`src/rtl/sem_pool_pkg.sv`:
```
package sem_pool_pkg;

  typedef enum logic [1:0] {
    OP_STATUS  = 2'b00,
    OP_ACQUIRE = 2'b01,
    OP_RELEASE = 2'b10,
    OP_RSVD    = 2'b11
  } semOp_e;

  // Strobes from control to datapath for the request served this cycle
  typedef struct packed {
    logic fire;     // some request is served
    logic doAcq;    // acquire, not rejected
    logic doRel;    // release, not rejected
    logic doStat;   // status, not rejected
    logic useAny;   // acquire targets the lowest free entry
    logic reject;   // fails without looking at pool state
  } semStrb_t;

endpackage

```
`src/rtl/sem_pool_arb.sv`:
```
module sem_pool_arb #(
  parameter int NUM_REQ = 2,
  parameter int IDX_W   = 4
) (
  input  logic [NUM_REQ-1:0]       reqValid,
  input  logic [2*NUM_REQ-1:0]     reqOp,
  input  logic [IDX_W*NUM_REQ-1:0] reqIdx,
  input  logic [NUM_REQ-1:0]       reqAny,
  output logic [NUM_REQ-1:0]       selPort,
  output logic                     selValid,
  output logic [1:0]               selOp,
  output logic [IDX_W-1:0]         selIdx,
  output logic                     selAny
);

  // Fixed priority: scan from the top so the lowest valid port is left last
  always_comb begin
    selPort  = '0;
    selValid = 1'b0;
    selOp    = 2'b00;
    selIdx   = '0;
    selAny   = 1'b0;
    for (int p = NUM_REQ - 1; p >= 0; p--) begin
      if (reqValid[p]) begin
        selPort    = '0;
        selPort[p] = 1'b1;
        selValid   = 1'b1;
        selOp      = reqOp[2*p +: 2];
        selIdx     = reqIdx[IDX_W*p +: IDX_W];
        selAny     = reqAny[p];
      end
    end
  end

endmodule

```
`src/rtl/sem_pool_ctrl.sv`:
```
module sem_pool_ctrl
  import sem_pool_pkg::*;
#(
  parameter int NUM_SEMS = 10,
  parameter int IDX_W    = 4
) (
  input  logic             selValid,
  input  logic [1:0]       selOp,
  input  logic [IDX_W-1:0] selIdx,
  input  logic             selAny,
  output semStrb_t         strb
);

  localparam logic [IDX_W-1:0] LAST_IDX = IDX_W'(NUM_SEMS - 1);

  logic inRange;
  logic isAcq, isRel, isStat, isRsvd, anyAcq;

  always_comb begin
    inRange = (selIdx <= LAST_IDX);
    isAcq   = selValid && (selOp == OP_ACQUIRE);
    isRel   = selValid && (selOp == OP_RELEASE);
    isStat  = selValid && (selOp == OP_STATUS);
    isRsvd  = selValid && (selOp == OP_RSVD);
    anyAcq  = isAcq && selAny;

    strb.fire   = selValid;
    strb.reject = isRsvd || (selValid && !isRsvd && !anyAcq && !inRange);
    strb.doAcq  = isAcq  && !strb.reject;
    strb.doRel  = isRel  && !strb.reject;
    strb.doStat = isStat && !strb.reject;
    strb.useAny = anyAcq;
  end

endmodule

```
`src/rtl/sem_pool_dp.sv`:
```
module sem_pool_dp
  import sem_pool_pkg::*;
#(
  parameter int NUM_SEMS = 10,
  parameter int NUM_REQ  = 2,
  parameter int IDX_W    = 4
) (
  input  logic                clk,
  input  logic                rst_n,
  input  semStrb_t            strb,
  input  logic [IDX_W-1:0]    selIdx,
  input  logic [NUM_REQ-1:0]  selPort,
  output logic [NUM_SEMS-1:0] busyVec,
  output logic [NUM_REQ-1:0]  rspValid,
  output logic                rspOk,
  output logic [IDX_W-1:0]    rspIdx
);

  localparam logic [IDX_W-1:0] FAIL_CODE = '1;

  logic [NUM_SEMS-1:0] busyQ, busyD;
  logic [NUM_REQ-1:0]  rspValidQ;
  logic                rspOkQ;
  logic [IDX_W-1:0]    rspIdxQ;

  logic             freeHit;
  logic [IDX_W-1:0] freeIdx;
  logic [IDX_W-1:0] tgtIdx;
  logic             tgtBusy;
  logic             grantOk;
  logic             okD;
  logic [IDX_W-1:0] idxD;

  // Lowest free entry: scan downward so the smallest index is kept
  always_comb begin
    freeHit = 1'b0;
    freeIdx = '0;
    for (int i = NUM_SEMS - 1; i >= 0; i--) begin
      if (!busyQ[i]) begin
        freeHit = 1'b1;
        freeIdx = IDX_W'(i);
      end
    end
  end

  // Test and set in one step
  always_comb begin
    tgtIdx  = strb.useAny ? freeIdx : selIdx;
    tgtBusy = 1'b0;
    for (int i = 0; i < NUM_SEMS; i++) begin
      if (tgtIdx == IDX_W'(i)) tgtBusy = busyQ[i];
    end
    grantOk = strb.doAcq && (strb.useAny ? freeHit : !tgtBusy);

    busyD = busyQ;
    for (int i = 0; i < NUM_SEMS; i++) begin
      if (grantOk && (tgtIdx == IDX_W'(i)))      busyD[i] = 1'b1;
      if (strb.doRel && (selIdx == IDX_W'(i)))   busyD[i] = 1'b0;
    end

    okD  = grantOk || strb.doRel || (strb.doStat && tgtBusy);
    idxD = (strb.reject || (strb.doAcq && !grantOk)) ? FAIL_CODE : tgtIdx;
  end

  always_ff @(posedge clk) begin
    if (!rst_n) begin
      busyQ     <= '0;
      rspValidQ <= '0;
      rspOkQ    <= 1'b0;
      rspIdxQ   <= '0;
    end else begin
      busyQ     <= busyD;
      rspValidQ <= strb.fire ? selPort : '0;
      if (strb.fire) begin
        rspOkQ  <= okD;
        rspIdxQ <= idxD;
      end
    end
  end

  assign busyVec  = busyQ;
  assign rspValid = rspValidQ;
  assign rspOk    = rspOkQ;
  assign rspIdx   = rspIdxQ;

endmodule

```
`src/rtl/sem_pool.sv`:
```
module sem_pool
  import sem_pool_pkg::*;
#(
  parameter int NUM_SEMS = 10,
  parameter int NUM_REQ  = 2,
  parameter int IDX_W    = $clog2(NUM_SEMS + 1)
) (
  input  logic                     clk,
  input  logic                     rst_n,
  input  logic [NUM_REQ-1:0]       reqValid,
  input  logic [2*NUM_REQ-1:0]     reqOp,
  input  logic [IDX_W*NUM_REQ-1:0] reqIdx,
  input  logic [NUM_REQ-1:0]       reqAny,
  output logic [NUM_REQ-1:0]       reqReady,
  output logic [NUM_REQ-1:0]       rspValid,
  output logic                     rspOk,
  output logic [IDX_W-1:0]         rspIdx,
  output logic [NUM_SEMS-1:0]      busyVec
);

  logic [NUM_REQ-1:0] selPort;
  logic               selValid;
  logic [1:0]         selOp;
  logic [IDX_W-1:0]   selIdx;
  logic               selAny;
  semStrb_t           strb;

  sem_pool_arb #(.NUM_REQ(NUM_REQ), .IDX_W(IDX_W)) u_arb (
    .reqValid(reqValid), .reqOp(reqOp), .reqIdx(reqIdx), .reqAny(reqAny),
    .selPort(selPort), .selValid(selValid), .selOp(selOp),
    .selIdx(selIdx), .selAny(selAny)
  );

  sem_pool_ctrl #(.NUM_SEMS(NUM_SEMS), .IDX_W(IDX_W)) u_ctrl (
    .selValid(selValid), .selOp(selOp), .selIdx(selIdx), .selAny(selAny),
    .strb(strb)
  );

  sem_pool_dp #(.NUM_SEMS(NUM_SEMS), .NUM_REQ(NUM_REQ), .IDX_W(IDX_W)) u_dp (
    .clk(clk), .rst_n(rst_n), .strb(strb), .selIdx(selIdx), .selPort(selPort),
    .busyVec(busyVec), .rspValid(rspValid), .rspOk(rspOk), .rspIdx(rspIdx)
  );

  assign reqReady = selPort;

endmodule

```
`config.mk`:
```
export PLATFORM = sky130hd
export DESIGN_NAME = sem_pool
export DESIGN_NICKNAME = d
export VERILOG_FILES = /design/src/rtl/sem_pool_pkg.sv /design/src/rtl/sem_pool_arb.sv /design/src/rtl/sem_pool_ctrl.sv /design/src/rtl/sem_pool_dp.sv /design/src/rtl/sem_pool.sv
export SDC_FILE = /design/constraint.sdc
export NUM_CORES = 1
export LEC_CHECK = 0
export ABC_AREA = 1
export BUFFER_PORTS_ARGS = -buffer_cell sky130_fd_sc_hd__buf_4
export CORE_MARGIN = 2
export CORE_UTILIZATION = 45
export DETAILED_ROUTE_END_ITERATION = 8
export PLACE_DENSITY = 0.7
export SLEW_MARGIN = 40
export SYNTH_ARGS = -nofsm -noshare
export SYNTH_HDL_FRONTEND = slang
export SYNTH_HIERARCHICAL = 1
export SYNTH_SLANG_ARGS = --single-unit
```
`constraint.sdc`:
```
create_clock -name clk -period 6.5 [get_ports clk]
set_clock_uncertainty 0.2 [all_clocks]
set_input_delay 0.325 -clock clk [delete_from_list [all_inputs] [get_ports clk]]
set_output_delay 0.325 -clock clk [all_outputs]
set_load 0.05 [all_outputs]
```
==> run summary, run 1 <==
Outcome
- run status: complete, no violations

Placement
- weighted congestion at the end of routability-driven global placement: 0.948
- pre-CTS worst setup slack: 3.39 ns
- Placement Cell Area: 1690 um2
- placed wire-length estimate after detailed placement: 2.81 mm
- # placed instances: 321
- Port Buf Inserts: 36

Clock tree
- Reg clk slew, reported paths: 0.10 ns
- clk_lat worst skew: 0.30 ns
- Hold-fix buffers, CTS: 0
- CTS H-tree depth: 1
- maximum clock insertion buffer count: 2
- Post-CTS Setup Inserts: 0
- number of buffers added by the clock tree synthesis step: 3
- TritonCTS clock tree: done
- Root Driver: sky130_fd_sc_hd__clkbuf_4
- total clock sinks: 17
- total of cells resized after clock tree synthesis: 0

Setup path
- nature of the critical path startpoint: primary input
- Critical path buffers and inverters: 4
- startpoint-to-endpoint class of the critical path: primary input to flop
- slowest cell delay on critical path: 0.23 ns
- Crit path arrival time: 2.87 ns
- cell breakdown of the critical path: buf_4 > inv_2 > nand2_1 > nand4_2 > inv_1 > nand2_1 > inv_2 > nand2_1 > nor2_2 > nand3_1 > o21ai_2 > nor2_2 > nand4_1 > nor2_1 > nor2_1 > nand4_1 > nand2_1 > nand4_2 > nand2_4 > nand3_1 > a21oi_1
- delay-heaviest family, CP: simple AND/OR/NAND/NOR gates
- endpoint type of the worst setup path: flop
- maximum fanout along the worst path: 11
- cell occurring most often along the worst timing path: sky130_fd_sc_hd__nand2_1
- slowest stage cell, crit path: sky130_fd_sc_hd__nand2_1
- data required time of the critical path: 6.54 ns

Timing
- final hold viol count: 0
- total negative setup slack: 0 ns
- final critical-path share of the clock period: 43.5%
- Setup Viol. Count Final: 0
- crit path time final: 2.83 ns
- total count of max-transition violations in the final report: 0
- upper clock frequency limit: 0.353 GHz
- final worst slack: 3.67 ns
- RSZ-0062 raised after global routing: false
- relative slew slack: 52.1%
- actual slew at the worst max-slew pin: 0.718 ns

Synth
- most numerous cell types in the synthesized netlist: sky130_fd_sc_hd__nand2_1, sky130_fd_sc_hd__inv_1, sky130_fd_sc_hd__nand3_1
- most used flip-flop cell after synthesis: sky130_fd_sc_hd__dfxtp_1
- top cells by area, synth: sky130_fd_sc_hd__dfxtp_1, sky130_fd_sc_hd__nand2_1, sky130_fd_sc_hd__nand3_1, sky130_fd_sc_hd__inv_1, sky130_fd_sc_hd__nor2_1
- area share of the largest cell type after synthesis: 24.0%
- share of the synthesized area in compound gates (AO/OA/AOI/OAI): 10.5%
- post-synthesis share of cell area spent on full adders, half adders and majority gates: 0%
- Unique masters post-synth: 25
- sequential-to-total area share from yosys stat: 24.0%
- Post-Synth XOR/XNOR Area: 0%
- Mapped Nets: 267
- mux share of post-synthesis cell area: 0%
- synthesized area divided by synthesized cell count: 5.69 um2
- count of flip-flops with a built-in enable after synthesis: 0
- cell count after synthesis: 249
- cell area after synthesis: 1420 um2
- dominant combinational cell family by area after synthesis: simple AND/OR/NAND/NOR gates
- Post-Synth Simple-Gate Area: 50.4%
- Synth async-reset ratio: 0%
- library cell occupying the most area in the post-synthesis netlist: sky130_fd_sc_hd__dfxtp_1
- most repeated cell in the gate-level netlist after synthesis: sky130_fd_sc_hd__nand2_1
- register bit count reported by yosys: 17
- Yosys warnings: 6

Floorplan
- y dimension of the die: 60.1 um
- floorplan die width: 60.1 um
- placeable core region: 3030 um2
- ports placed on the boundary: 37
- Total Die Area: 3610 um2
- row count: 20
- initial cell density of the core: 46.8%

Global route
- antenna violations before repair: 0
- global routing usage on met3: 4.11%
- global-route met2 utilization: 36.5%
- leftover overflow at the end of global routing: 0
- first-pass GRT wire length: 5.88 mm
- global routing usage summed across all routing layers: 21.4%
- pin count of the biggest net entering global routing: 16
- met1 Use GR: 26.0%
- number of global-route vias before repair: 1,428
- GRT Max-Usage Layer: met2

Run
- max capacitance violation total: 0

Routing
- residual DRC count: 0
- initial DRC count: 71
- Total Wirelength: 3.50 mm
- vias after detailed routing: 1,567
- number of nets still failing antenna checks after routing: 0
- Via density: 4.82
- per-cell routed wire length: 10.8 um
- length of the first detailed-routing pass in iterations: 4

Power
- power density over the cells: 157 nW/um2
- cell leakage power: 0.000867 uW
- maximum vdd drop: 96.6 uV

Finish
- Inserted Diodes: 0
- fin nets: 300
- post-route cell area: 1720 um2
- Syn-to-layout area delta: 21.5%
- filler instances: 300
- final non-filler cell total: 325
- share of post-route cells with drive strength above 1: 21.7%
- share of the core filled with cells in the final layout: 56.8%

Hold path
- Hold WC Path Type: primary input to flop

==> logic make-up (layout without fill, tap and decap cells) <==
group,count (synthesis),after routing
AOI/OAI and AO/OA,21,21
buffers and inverters,51,83
DFF,17,17
and+or+nand+nor,160,160
==> through the flow <==
| step | hold WS, ns | total power, uW |
|---|---|---|
| floorplan | 0.317 | 187 |
| global placement | 0.296 | 214 |
| detailed placement | 0.300 | 214 |
| CTS | 0.103 | 273 |
| global route | 0.134 | 286 |
| finish | 0.116 | 270 |
==> per-layer routing <==
| metal | up-vias | part of all wire [%] | wire length (um) |
|---|---|---|---|
| li1 | 843 | - | - |
| met1 | 684 | 46 | 1620 |
| met2 | 34 | 48 | 1670 |
| met3 | 6 | 4.3 | 149 |
| met4 | 0 | 1.8 | 62 |
| met5 | - | 0 | 0 |
==> worst reg2reg max path, cell delays in order, from the launching register on <==
cell and delay [ns]:
sky130_fd_sc_hd__dfxtp_1 0.44, sky130_fd_sc_hd__inv_1 0.08, sky130_fd_sc_hd__nor3_1 0.29, sky130_fd_sc_hd__nand3_1 0.14, sky130_fd_sc_hd__o21ai_2 0.14, sky130_fd_sc_hd__nor2_2 0.10
sky130_fd_sc_hd__nand4_1 0.12, sky130_fd_sc_hd__nor2_1 0.05, sky130_fd_sc_hd__nor2_1 0.15, sky130_fd_sc_hd__nand4_1 0.11, sky130_fd_sc_hd__nand2_1 0.08, sky130_fd_sc_hd__nand4_2 0.14
sky130_fd_sc_hd__nand2_4 0.16, sky130_fd_sc_hd__nand3_1 0.09, sky130_fd_sc_hd__a21oi_1 0.15
==> layout by cell type, fill, tap and decap left out, types with 6 or more instances in the layout <==
master                    instances
sky130_fd_sc_hd__buf_4           36
sky130_fd_sc_hd__nor2_1          29
sky130_fd_sc_hd__a21oi_1         11
sky130_fd_sc_hd__dfxtp_1         17
sky130_fd_sc_hd__inv_1           39
sky130_fd_sc_hd__nand2_1         76
sky130_fd_sc_hd__nand4_1          6
sky130_fd_sc_hd__nand3_1         37
==> cell type report <==
cell class / instances / area (um2) / area share [%]
clock buffers: 4 / 26.3 / 1.53
well taps: 44 / 55.1 / 3.20
flip-flops and latches: 17 / 340 / 19.8
multi-input cells: 181 / 867 / 50.4
inverters: 43 / 161 / 9.38
repair buffers: 36 / 270 / 15.7
==> power by group <==
group	total, uW	internal (uW)	switching (uW)
logic	98.8	31.5	67.3
registers	113	110	3.25
clock network	58.3	24.0	34.4
total	270	165	105
==> flip-flops by register name (all words and copies together) (netlist names) <==
name and cells:
u_dp/busyVec 10, u_dp/rspIdx 4, u_dp/rspValid 2, u_dp/rspOk 1
==> path summary, 6_finish.rpt <==
kind | startpoint | to | slack (ns) | cells after the start
worst max-delay path | reqValid[0] | u_dp/busyVec[3] | 3.67 | 21
worst min-delay path | reqValid[0] | u_dp/rspValid[0] | 0.12 | 3
worst max register to register | u_dp/busyVec[4] | u_dp/busyVec[3] | 4.00 | 14
worst min register to register | u_dp/busyVec[3] | u_dp/busyVec[3] | 0.31 | 2
Note: power is estimated with default switching activity, not from simulation.
==> run 2: changes to the inputs <==
clock period = 2.8 ns   (was 6.5 ns; I/O delays follow)
==> run 2 against run 1 <==
  * Clock power grew 140%
  * Non-clock buffer count grew 6
  * Combinational power grew 140%
  * Worst setup slack lost 3.5 ns
  * First-iteration DRC count grew 11%
  * Largest power group unchanged
==> run summary, run 2 (synthesis results as in run 1) <==
Finish
- most frequent cells in the layout: sky130_fd_sc_hd__nand2_1, sky130_fd_sc_hd__buf_4, sky130_fd_sc_hd__inv_1
- storage element area: 340 um2, unchanged
- final non-filler cell total: 332, +2.2%
- fin nets: 307, +2.3%
- filler instances: 309, +3.0%
- area of combinational cells with multiple inputs: 886 um2, +2.2%
- Inserted Diodes: 0, unchanged
- share of post-route cells with drive strength above 1: 23.6%, +1.9 points
- number of flip-flops under the largest register name: 10, unchanged
- share of the core filled with cells in the final layout: 59.1%, +2.3 points
- most frequent standard cell in the layout excluding fill and tap cells: sky130_fd_sc_hd__nand2_1
- Syn-to-layout area delta: 26.3%
- post-route cell area: 1790 um2, +4.0%

Power
- maximum vdd drop: 279 uV, +190%
- cell leakage power: 0.000898 uW, +3.5%
- power density over the cells: 360 nW/um2, +130%
- total power: 643 uW, +140%

Setup path
- FF-to-FF End: u_dp/busyVec[2]
- data required time of the critical path: 2.85 ns, -3.69 ns
- startpoint-to-endpoint class of the critical path: primary input to flop
- cell breakdown of the critical path: buf_4 > inv_2 > nand3_1 > nand2_1 > nand4_2 > inv_2 > nand2_1 > inv_2 > nand2_1 > nor2_2 > nand3_1 > o21ai_2 > nor2_2 > nand4_1 > nor2_1 > nor2_1 > nand4_1 > nand2_1 > nand4_4 > nand2_2 > nand3_1 > a21oi_2
- R2R cell count: 14, unchanged
- nature of the critical path startpoint: primary input
- slowest stage cell, crit path: sky130_fd_sc_hd__nand4_2
- delay-heaviest family, CP: simple AND/OR/NAND/NOR gates
- maximum fanout along the worst path: 10, -1
- start point of the critical path: reqValid[0]
- slowest cell delay on critical path: 0.18 ns, -0.05 ns
- Critical path buffers and inverters: 4, unchanged
- endpoint type of the worst setup path: flop
- source of the worst register-to-register timing path: u_dp/busyVec[4]
- CP Depth: 22, +4.8%
- worst setup path endpoint: u_dp/busyVec[2]
- Crit path arrival time: 2.63 ns, -0.24 ns
- register-to-register path setup slack: 0.26 ns, -3.74 ns
- cell occurring most often along the worst timing path: sky130_fd_sc_hd__nand2_1

Routing
- per-cell routed wire length: 11.2 um, +3.6%
- Total Wirelength: 3.70 mm, +5.8%
- number of nets still failing antenna checks after routing: 0, unchanged
- Via density: 4.94, +2.5%
- vias after detailed routing: 1,640, +4.7%
- length of the first detailed-routing pass in iterations: 5, +1
- residual DRC count: 0, unchanged
- initial DRC count: 79, +11%

Clock tree
- Reg clk slew, reported paths: 0.11 ns, about the same
- CTS H-tree depth: 1, unchanged
- Root Driver: sky130_fd_sc_hd__clkbuf_4
- TritonCTS clock tree: done
- number of buffers added by the clock tree synthesis step: 3, unchanged
- clk_lat worst skew: 0.30 ns, about the same
- maximum clock insertion buffer count: 2, unchanged
- total clock sinks: 17, unchanged

Placement
- Placement Cell Area: 1720 um2, +1.3%
- weighted congestion at the end of routability-driven global placement: 0.882, -7.0%
- Port Buf Inserts: 36, unchanged
- placed wire-length estimate after detailed placement: 2.82 mm, +0.35%
- # placed instances: 324, +0.93%

Timing
- final hold viol count: 0, unchanged
- actual slew at the worst max-slew pin: 0.617 ns, -0.101 ns
- post-route worst hold slack: 0.0160 ns, -0.0997 ns
- Setup Viol. Count Final: 0, unchanged
- crit path time final: 2.58 ns
- final critical-path share of the clock period: 92.3%
- total count of max-transition violations in the final report: 0, unchanged
- upper clock frequency limit: 0.387 GHz
- relative slew slack: 58.9%, +6.7 points

Global route
- pin count of the biggest net entering global routing: 16, unchanged
- number of global-route vias before repair: 1,479, +3.6%
- antenna violations before repair: 0, unchanged
- first-pass GRT wire length: 6.12 mm, +4.1%
- global routing usage summed across all routing layers: 21.8%, +0.44 points
- leftover overflow at the end of global routing: 0, unchanged

Floorplan
- ports placed on the boundary: 37, unchanged
- Total Die Area: 3610 um2, unchanged
- placeable core region: 3030 um2, unchanged
- row count: 20, unchanged
- initial cell density of the core: 46.8%, unchanged
- floorplan die width: 60.1 um, unchanged
- y dimension of the die: 60.1 um, unchanged

Outcome
- run status: complete, no violations

Hold path
- Hold WC Path Type: primary input to flop

Run
- max capacitance violation total: 0, unchanged

[run 2: cell count changes in the layout (fill, tap and decap cells not counted)]
cell                            before  now
sky130_fd_sc_hd__a21oi_1            11   10
sky130_fd_sc_hd__a21oi_2             4    5
sky130_fd_sc_hd__inv_2               4    5
sky130_fd_sc_hd__nand4_2             2    1
sky130_fd_sc_hd__nand4_4             0    1
sky130_fd_sc_hd__nand2_2             1    2
sky130_fd_sc_hd__inv_1              39   38
sky130_fd_sc_hd__buf_4              36   40
sky130_fd_sc_hd__dlygate4sd3_1       0    2
[run 2: timing repair]
item	4_1_cts	5_1_grt
buffers inserted	0	1
setup endpoints to repair	0	14
endpoints found under the hold margin	11	0
gates resized for setup	0	3
hold buffers	2	0
[run 2: worst min path at each step]
stage	from	endpoint	slack, ns	cells past startpoint
global placement	reqValid[0]	u_dp/rspValid[0]	0.24	3
CTS	reqValid[1]	u_dp/rspValid[1]	0.005	5
floorplan	rst_n	u_dp/rspIdx[0]	0.13	4
detailed placement	reqValid[0]	u_dp/rspValid[0]	0.24	3
global route	reqValid[1]	u_dp/rspValid[1]	0.04	5
finish	reqValid[1]	u_dp/rspValid[1]	0.02	5
[run 2: cell type report]
cell class	instances	area share (%)
Sequential cell	17	19.0
Inverter	43	9.02
Multi-Input combinational cell	182	49.5
Tap cell	44	3.08
Clock buffer	4	1.47
Timing Repair Buffer	42	17.9
[run 2: routing by layer]
| layer | vias up | part of all wire (%) | global-route usage, % |
|---|---|---|---|
| met3 | 8 | 5.3 | 4.76 |
| met2 | 46 | 48 | 37.0 |
| li1 | 865 | - | - |
| met5 | - | 0 | 0 |
| met4 | 0 | 1.2 | 4.76 |
| met1 | 721 | 45 | 28.3 |
[run 2: report_power, final]
| group | internal (uW) | switching [uW] |
|---|---|---|
| clock | 55.5 | 83.4 |
| sequential | 254 | 7.77 |
| combinational | 81.0 | 161 |
[run 2: tightest hold or removal path, cell delays in order]
cell and delay [ns]:
sky130_fd_sc_hd__buf_4 0.14, sky130_fd_sc_hd__inv_1 0.07, sky130_fd_sc_hd__nor2_1 0.05, sky130_fd_sc_hd__inv_1 0.04, sky130_fd_sc_hd__nor2_1 0.03
[run 2: through the flow]
stage	worst slack, ns	TNS (ns)
finish	0.217	0
global route	-0.0189	-0.0959
CTS	0.204	0
detailed placement	-0.120	-1.35
global placement	-0.0614	-0.498
floorplan	0.271	0
